File: src/rtl/pfxchk_pkg.sv
package pfxchk_pkg;

    localparam logic [7:0] LOCK_BYTE   = 8'hF0;
    localparam logic [7:0] HINT_T_BYTE = 8'h2E;
    localparam logic [7:0] HINT_N_BYTE = 8'h3E;

    localparam int WIN_BYTES = 2;
    localparam int LEN_W     = $clog2(WIN_BYTES + 1);

    typedef enum logic [3:0] {
        OPC_OTHER   = 4'd0,
        OPC_ADD     = 4'd1,
        OPC_AND     = 4'd2,
        OPC_OR      = 4'd3,
        OPC_SUB     = 4'd4,
        OPC_XOR     = 4'd5,
        OPC_INC     = 4'd6,
        OPC_DEC     = 4'd7,
        OPC_NEG     = 4'd8,
        OPC_NOT     = 4'd9,
        OPC_XADD    = 4'd10,
        OPC_XCHG    = 4'd11,
        OPC_CMPXCHG = 4'd12,
        OPC_MOVE    = 4'd13,
        OPC_BRANCH  = 4'd14,
        OPC_MISC    = 4'd15
    } op_class_e;

    typedef enum logic [1:0] {
        PK_NONE,
        PK_LOCK,
        PK_TAKEN,
        PK_NOT_TAKEN
    } pfx_kind_e;

    typedef struct packed {
        logic [LEN_W-1:0] len;
        logic             lock;
        logic             taken;
        logic             not_taken;
    } pfx_info_t;

    function automatic pfx_kind_e classify(input logic [7:0] b);
        if (b == LOCK_BYTE)   return PK_LOCK;
        if (b == HINT_T_BYTE) return PK_TAKEN;
        if (b == HINT_N_BYTE) return PK_NOT_TAKEN;
        return PK_NONE;
    endfunction

    function automatic logic is_hint(input pfx_kind_e k);
        return (k == PK_TAKEN) || (k == PK_NOT_TAKEN);
    endfunction

    function automatic pfx_info_t mark(input pfx_info_t i, input pfx_kind_e k);
        pfx_info_t r;
        r = i;
        case (k)
            PK_LOCK:      r.lock      = 1'b1;
            PK_TAKEN:     r.taken     = 1'b1;
            PK_NOT_TAKEN: r.not_taken = 1'b1;
            default:      ;
        endcase
        return r;
    endfunction

    function automatic logic lock_allowed(input op_class_e op);
        case (op)
            OPC_ADD, OPC_AND, OPC_OR, OPC_SUB, OPC_XOR,
            OPC_INC, OPC_DEC, OPC_NEG, OPC_NOT,
            OPC_XADD, OPC_XCHG, OPC_CMPXCHG: return 1'b1;
            default:                         return 1'b0;
        endcase
    endfunction

endpackage

File: src/rtl/pfxchk_scan.sv
module pfxchk_scan
    import pfxchk_pkg::*;
#(
    parameter int AVAIL_W   = 4,
    parameter int MIN_AVAIL = 2
) (
    input  logic [7:0]         byte0,
    input  logic [7:0]         byte1,
    input  logic [AVAIL_W-1:0] avail,
    output pfx_info_t          info
);
    localparam logic [AVAIL_W-1:0] MIN_A = AVAIL_W'(MIN_AVAIL);

    logic [7:0] win [WIN_BYTES];
    pfx_kind_e  kind [WIN_BYTES];

    assign win[0] = byte0;
    assign win[1] = byte1;

    for (genvar g = 0; g < WIN_BYTES; g++) begin : g_cls
        assign kind[g] = classify(win[g]);
    end

    logic pair_ok;
    assign pair_ok = ((kind[0] == PK_LOCK) && is_hint(kind[1])) ||
                     (is_hint(kind[0]) && (kind[1] == PK_LOCK));

    pfx_info_t raw;
    always_comb begin
        raw = '0;
        if ((avail >= MIN_A) && (kind[0] != PK_NONE)) begin
            raw     = mark(raw, kind[0]);
            raw.len = LEN_W'(1);
            if (pair_ok) begin
                raw     = mark(raw, kind[1]);
                raw.len = LEN_W'(2);
            end
        end
    end

    always_comb begin
        info = raw;
        if (raw.not_taken) info.taken = 1'b0;
    end

    always_comb begin

        repeat_group_chk: assert (!((avail >= MIN_A) && (kind[0] != PK_NONE) &&
                                    ((kind[0] == kind[1]) ||
                                     (is_hint(kind[0]) && is_hint(kind[1]))))
                                  || (info.len == LEN_W'(1)));
    end

endmodule

File: src/rtl/pfxchk_rule.sv
module pfxchk_rule
    import pfxchk_pkg::*;
(
    input  logic      lock,
    input  op_class_e op,
    input  logic      mem_dest,
    output logic      illegal
);
    logic form_ok;
    assign form_ok = lock_allowed(op) && mem_dest;
    assign illegal = lock && !form_ok;

    always_comb begin

        reg_dest_lock_chk: assert (!(lock && !mem_dest) || illegal);
    end

endmodule

File: src/rtl/pfx_lock_check.sv
module pfx_lock_check
    import pfxchk_pkg::*;
#(
    parameter int AVAIL_W   = 4,
    parameter int MIN_AVAIL = 2
) (
    input  logic [7:0]         byte0,
    input  logic [7:0]         byte1,
    input  logic [AVAIL_W-1:0] avail,
    input  logic [3:0]         op_class,
    input  logic               mem_dest,
    output logic [1:0]         prefix_len,
    output logic               lock,
    output logic               hint_taken,
    output logic               hint_not_taken,
    output logic               illegal
);
    pfx_info_t info;

    pfxchk_scan #(
        .AVAIL_W   (AVAIL_W),
        .MIN_AVAIL (MIN_AVAIL)
    ) scan_i (
        .byte0 (byte0),
        .byte1 (byte1),
        .avail (avail),
        .info  (info)
    );

    pfxchk_rule rule_i (
        .lock     (info.lock),
        .op       (op_class_e'(op_class)),
        .mem_dest (mem_dest),
        .illegal  (illegal)
    );

    assign prefix_len     = 2'(info.len);
    assign lock           = info.lock;
    assign hint_taken     = info.taken;
    assign hint_not_taken = info.not_taken;

    always_comb begin

        short_window_chk: assert ((avail >= AVAIL_W'(MIN_AVAIL)) ||
                                  ((prefix_len == 2'd0) && !lock && !hint_taken &&
                                   !hint_not_taken && !illegal));

        one_hint_chk: assert (!(hint_taken && hint_not_taken));

        no_lock_legal_chk: assert (lock || !illegal);

        pair_shape_chk: assert ((prefix_len != 2'd2) ||
                                (lock && (hint_taken || hint_not_taken)));

        lock_has_len_chk: assert (!lock || (prefix_len != 2'd0));
    end

endmodule

File: config.mk
export PLATFORM = sky130hd
export DESIGN_NAME = pfx_lock_check
export DESIGN_NICKNAME = d
export VERILOG_FILES = /design/src/rtl/pfxchk_pkg.sv /design/src/rtl/pfxchk_scan.sv /design/src/rtl/pfxchk_rule.sv /design/src/rtl/pfx_lock_check.sv
export SDC_FILE = /design/constraint.sdc
export NUM_CORES = 1
export LEC_CHECK = 0
export CAP_MARGIN = 5
export CORE_AREA = 2 2 39 41
export DETAILED_ROUTE_END_ITERATION = 6
export DIE_AREA = 0 0 41 43
export DONT_BUFFER_PORTS = 1
export SLEW_MARGIN = 40
export SYNTH_ARGS = -nofsm -noshare
export SYNTH_HDL_FRONTEND = slang
export SYNTH_SLANG_ARGS = --single-unit
File: constraint.sdc
create_clock -name vclk -period 1.3
set_input_delay 0.195 -clock vclk [all_inputs]
set_output_delay 0.195 -clock vclk [all_outputs]
set_load 0.005 [all_outputs]
==> summary.log, run 1 <==
INFO  sta            final_period_minus_worst_setup_slack=1.28ns
INFO  sta            layout_worst_path_cycle_share=0.986
INFO  logic_synthesis synthesis.nets=51
INFO  hold_path      holdCritPathClass=input pin to output port
INFO  logic_synthesis yosysUniqueCellTypes=20
INFO  sta            worst_pin_slew=0.242ns
INFO  floorplanning  ios=31
INFO  setup_path     worstPathArrival=1.09ns
INFO  floorplanning  rows=14
INFO  clock_network  post_cts.repair.setup_buffers=0
INFO  placed_design  dp_hpwl=547um
INFO  drt            vias_post_dr=258
INFO  power          power_leakage=0.0806nW
INFO  layout         nFillCells=157
INFO  layout         seq_cell_count=0
INFO  sta            final-max-slew-violation-count=0
INFO  power          peakVddDrop=21.2uV
INFO  layout         drive_above_1_share=0.516
INFO  floorplanning  die_height=43um
INFO  sta            setup_repair_after_global_routing_missed_its_margin=true
INFO  floorplanning  initial_util=0.142
INFO  logic_synthesis yosysWarnings=0
INFO  clock_network  postCtsHoldBufs=0
INFO  setup_path     timing.critical_path.to_type=output port
INFO  setup_path     path_cells=nor4b_4 -> nand4_1 -> or3b_1 -> o32ai_2
INFO  setup_path     worstPathMaxFanout=3
INFO  layout         num-clock-buffers=0
INFO  layout         diodes=0
INFO  drt            drt_first_iter_violations=0
INFO  sta            setup-violations-final=0
INFO  logic_synthesis synth_largest_area_cell=sky130_fd_sc_hd__nand4_1
INFO  power          power.density=86.9nW/um2
INFO  placed_design  globalplace.congestion=0.705
INFO  drt            drt-wirelength-per-cell=13.5um
INFO  grt            first_global_vias=237
INFO  grt            grt_first_pass_wirelength=869um
INFO  logic_synthesis synth.yosys.seq_area_share=0
INFO  run            drv_cap=0
INFO  grt            antenna_violations_before_repair=0
INFO  logic_synthesis netlist_instances=26
INFO  logic_synthesis per_instance_average_area_after_synthesis=7.56um2
INFO  floorplanning  die_w=41um
INFO  sta            finalSetupTns=0ns
INFO  sta            fmax=0.780GHz
INFO  placed_design  port_buffers=0
INFO  drt            remaining_antenna_violation_count=0
INFO  drt            post-route-drc-count=0
INFO  logic_synthesis synth.cells.most_frequent=sky130_fd_sc_hd__nand4_1, sky130_fd_sc_hd__nand2b_1, sky130_fd_sc_hd__nor2_1, sky130_fd_sc_hd__or3_1
INFO  sta            timing.slew.headroom=0.839
INFO  logic_synthesis synthMostInstantiatedCell=sky130_fd_sc_hd__nand4_1
INFO  drt            detail_route.vias_per_cell=5.49
INFO  setup_path     crit_buf_inv=0
INFO  grt            largest_net_degree_at_the_start_of_global_routing=9
INFO  floorplanning  floorplan.die_area=1760um2
INFO  sta            timing.final.hold_violations=0
INFO  layout         synthToLayoutAreaGrowth=54.8%
INFO  drt            drt_first_pass_iters=1
INFO  logic_synthesis netlist_area=196um2
INFO  setup_path     cp_top_family=simple AND/OR/NAND/NOR gates
INFO  floorplanning  core-area=1380um2
INFO  logic_synthesis netlist_top_cells_area=sky130_fd_sc_hd__nand4_1, sky130_fd_sc_hd__o32ai_2, sky130_fd_sc_hd__nor4b_2
INFO  layout         seq_area=0um2
INFO  setup_path     crit_slowest_cell=sky130_fd_sc_hd__or3b_1
INFO  power          total_power=26.4uW
INFO  setup_path     cpPeakStageDelay=0.38ns
INFO  layout         design.final.nets=58
INFO  outcome        run_status=finished clean
INFO  logic_synthesis yosysTopAreaCellShare=0.127
INFO  setup_path     crit_required=1.11ns
INFO  drt            route.final.wire_length=636um
INFO  grt            grt-ovfl-total=0
INFO  setup_path     worstSetupStartpointType=input pin
INFO  grt            groute.usage.overall=0.0659
INFO  setup_path     path_class=input pin to output port
[logic make-up after synthesis]
logic type	after synthesis	synth area share
AO/OA/AOI/OAI	7	0.299
buffers and inverters	1	0.0191
AND/OR/NAND/NOR	18	0.682
[final timing paths]
| path | from | to | slack, ns | cells after the start |
|---|---|---|---|---|
| min | mem_dest | illegal | 0.47 | 1 |
| max | byte1[0] | hint_not_taken | 0.02 | 4 |
[metrics by stage]
stage | hold WS, ns | instances | utilization | instance area [um2] | setup slack [ns]
after floorplan | 0.465 | 26 | - | 196 | 0.0308
after global placement | 0.481 | 47 | 0.184 | 254 | -0.0427
after detailed placement | 0.481 | 47 | 0.184 | 254 | -0.0682
after CTS | 0.472 | 47 | 0.202 | 279 | -0.0351
after global routing | 0.473 | 47 | 0.220 | 304 | -0.0824
final | 0.467 | 47 | 0.220 | 304 | 0.0182
[placed cells by master (no fill, tap or decap), drive strengths merged]
cell    synthesis  routed
a311oi          1       1
nor3b           1       1
nor4b           2       2
o21ai           1       1
and4bb          1       1
or3             2       2
o21a            1       1
nor3            1       1
a221oi          1       1
nor2b           1       1
a21oi           1       1
o211ai          1       1
o32ai           1       1
nand2b          2       2
or4             1       1
nor2            2       2
nand4           4       4
or3b            1       1
inv             1       1
buf             0       5
[power breakdown]
group | internal [mW] | switching, mW
registers | 0 | 0
clock network | 0 | 0
logic | 0.0174 | 0.00905
total | 0.0174 | 0.00905
[routing by layer]
layer / track usage / vias up / wire length (um)
met5: 0 / - / 0
met4: 0 / 0 / 0
met3: 0.0157 / 0 / 91
met1: 0.0854 / 113 / 213
li1: - / 124 / -
met2: 0.113 / 21 / 331
[layout make-up]
class              instances  area, um2  area share
multi-input cells         25        243       0.798
well taps                 16       20.0      0.0658
inverters                  1       3.75      0.0123
repair buffers             5       37.5       0.123
[repair_timing]
item | in CTS | in global routing
setup endpoints to repair | 5 | 6
pin swaps | 1 | 5
resized for setup | 4 | 6
Power figures use the tool's default switching activity.
==> inputs of run 2 (changes only) <==
--- a/config.mk
+++ b/config.mk
@@ -10,7 +10,9 @@
 export DETAILED_ROUTE_END_ITERATION = 6
 export DIE_AREA = 0 0 41 43
 export DONT_BUFFER_PORTS = 1
-export SLEW_MARGIN = 40
+export RECOVER_POWER = 50
+export SETUP_SLACK_MARGIN = 0.02
+export SLEW_MARGIN = 20
 export SYNTH_ARGS = -nofsm -noshare
 export SYNTH_HDL_FRONTEND = slang
 export SYNTH_SLANG_ARGS = --single-unit
==> summary.log, run 2 (synthesis gave the netlist of run 1 again) <==
INFO  floorplanning  initial_util=0.142
INFO  clock_network  post_cts.repair.setup_buffers=0
INFO  floorplanning  core-area=1380um2
INFO  placed_design  port_buffers=0
INFO  sta            postLayoutSetupSlackWorst=0.0154ns
INFO  drt            post-route-drc-count=0
INFO  layout         synthToLayoutAreaGrowth=54.1%
INFO  floorplanning  rows=14
INFO  setup_path     worstPathArrival=1.09ns
INFO  drt            drt_first_pass_iters=1
INFO  grt            antenna_violations_before_repair=0
INFO  floorplanning  floorplan.die_area=1760um2
INFO  sta            timing.final.hold_violations=0
INFO  layout         diodes=0
INFO  layout         design.final.nets=58
INFO  layout         seq_cell_count=0
INFO  setup_path     timing.critical_path.to_type=output port
INFO  layout         seq_area=0um2
INFO  sta            fmax=0.778GHz
INFO  hold_path      holdCritPathClass=input pin to output port
INFO  placed_design  dpl_cell_area=254um2
INFO  sta            worst_pin_slew=0.240ns
INFO  grt            largest_net_degree_at_the_start_of_global_routing=9
INFO  layout         drive_above_1_share=0.484
INFO  power          total_power=26.4uW
INFO  drt            remaining_antenna_violation_count=0
INFO  sta            finalSetupTns=0ns
INFO  power          power.density=87.1nW/um2
INFO  run            drv_cap=0
INFO  setup_path     path_class=input pin to output port
INFO  power          peakVddDrop=21.1uV
INFO  sta            setup-violations-final=0
INFO  setup_path     worstSetupStartpointType=input pin
INFO  sta            layout_worst_path_cycle_share=0.988
INFO  layout         final_util=0.219
INFO  sta            timing.hold.ws=0.467ns
INFO  grt            first_global_vias=237
INFO  grt            grt_first_pass_wirelength=869um
INFO  placed_design  globalplace.congestion=0.705
INFO  layout         num-clock-buffers=0
INFO  sta            timing.slew.headroom=0.841
INFO  floorplanning  ios=31
INFO  drt            route.final.wire_length=631um
INFO  drt            drt_first_iter_violations=0
INFO  layout         layout_commonest_cell=sky130_fd_sc_hd__buf_4
INFO  floorplanning  die_height=43um
INFO  layout         final_cell_count_no_fill=47
INFO  floorplanning  die_w=41um
INFO  sta            final-max-slew-violation-count=0
INFO  layout         most-common-layout-cells=sky130_fd_sc_hd__buf_4, sky130_fd_sc_hd__nand4_1, sky130_fd_sc_hd__nor2_1, sky130_fd_sc_hd__nand2b_1, sky130_fd_sc_hd__or3_1
INFO  layout         nFillCells=158
INFO  placed_design  dp.cells=47
INFO  sta            final_period_minus_worst_setup_slack=1.28ns
INFO  drt            vias_post_dr=261
INFO  power          power_leakage=0.0803nW
INFO  grt            groute.usage.overall=0.0659
INFO  outcome        run_status=finished clean
INFO  setup_path     crit_required=1.11ns
INFO  sta            setup_repair_after_global_routing_missed_its_margin=true
INFO  placed_design  dp_hpwl=547um
INFO  layout         final_design_area_no_fill=303um2
INFO  drt            detail_route.vias_per_cell=5.55
INFO  setup_path     worstPathMaxFanout=4
INFO  placed_design  dp_slack=-0.0682ns
INFO  grt            grt-ovfl-total=0
INFO  drt            drt-wirelength-per-cell=13.4um
-- run 2: report_power, final --
part / internal [mW] / switching, mW
sequential: 0 / 0
combinational: 0.0173 / 0.00903
clock: 0 / 0
total: 0.0173 / 0.00903
-- run 2: critical path: stages --
cell and delay (ns):
sky130_fd_sc_hd__nor4b_2 0.25, sky130_fd_sc_hd__nand4_1 0.19, sky130_fd_sc_hd__o21a_1 0.21, sky130_fd_sc_hd__a311oi_2 0.23
-- run 2: repair_timing --
action                                  in CTS  in global routing
cloned                                       0                  0
hold buffers                                 0                  0
gates resized for setup                      5                  5
endpoints found under the setup margin       5                  6
pin swaps                                    3                  6
-- run 2: routing by layer --
layer | vias to the layer above | GRT usage | part of all wire | routed length [um]
met3 | 0 | 0.0157 | 0.15 | 92
met5 | - | 0 | 0 | 0
met1 | 116 | 0.0854 | 0.33 | 206
li1 | 124 | - | - | -
met2 | 21 | 0.113 | 0.53 | 332
met4 | 0 | 0 | 0 | 0
-- run 2: area by class of cell --
| class | count | area, um2 | area share |
|---|---|---|---|
| multi-input cells | 25 | 241 | 0.798 |
| well taps | 16 | 20.0 | 0.0661 |
| repair buffers | 5 | 37.5 | 0.124 |
| inverters | 1 | 3.75 | 0.0124 |
-- run 2: final timing paths --
| path | from | to | slack, ns | cells past startpoint |
|---|---|---|---|---|
| hold / removal | mem_dest | illegal | 0.47 | 1 |
| setup / recovery | byte0[1] | illegal | 0.02 | 4 |
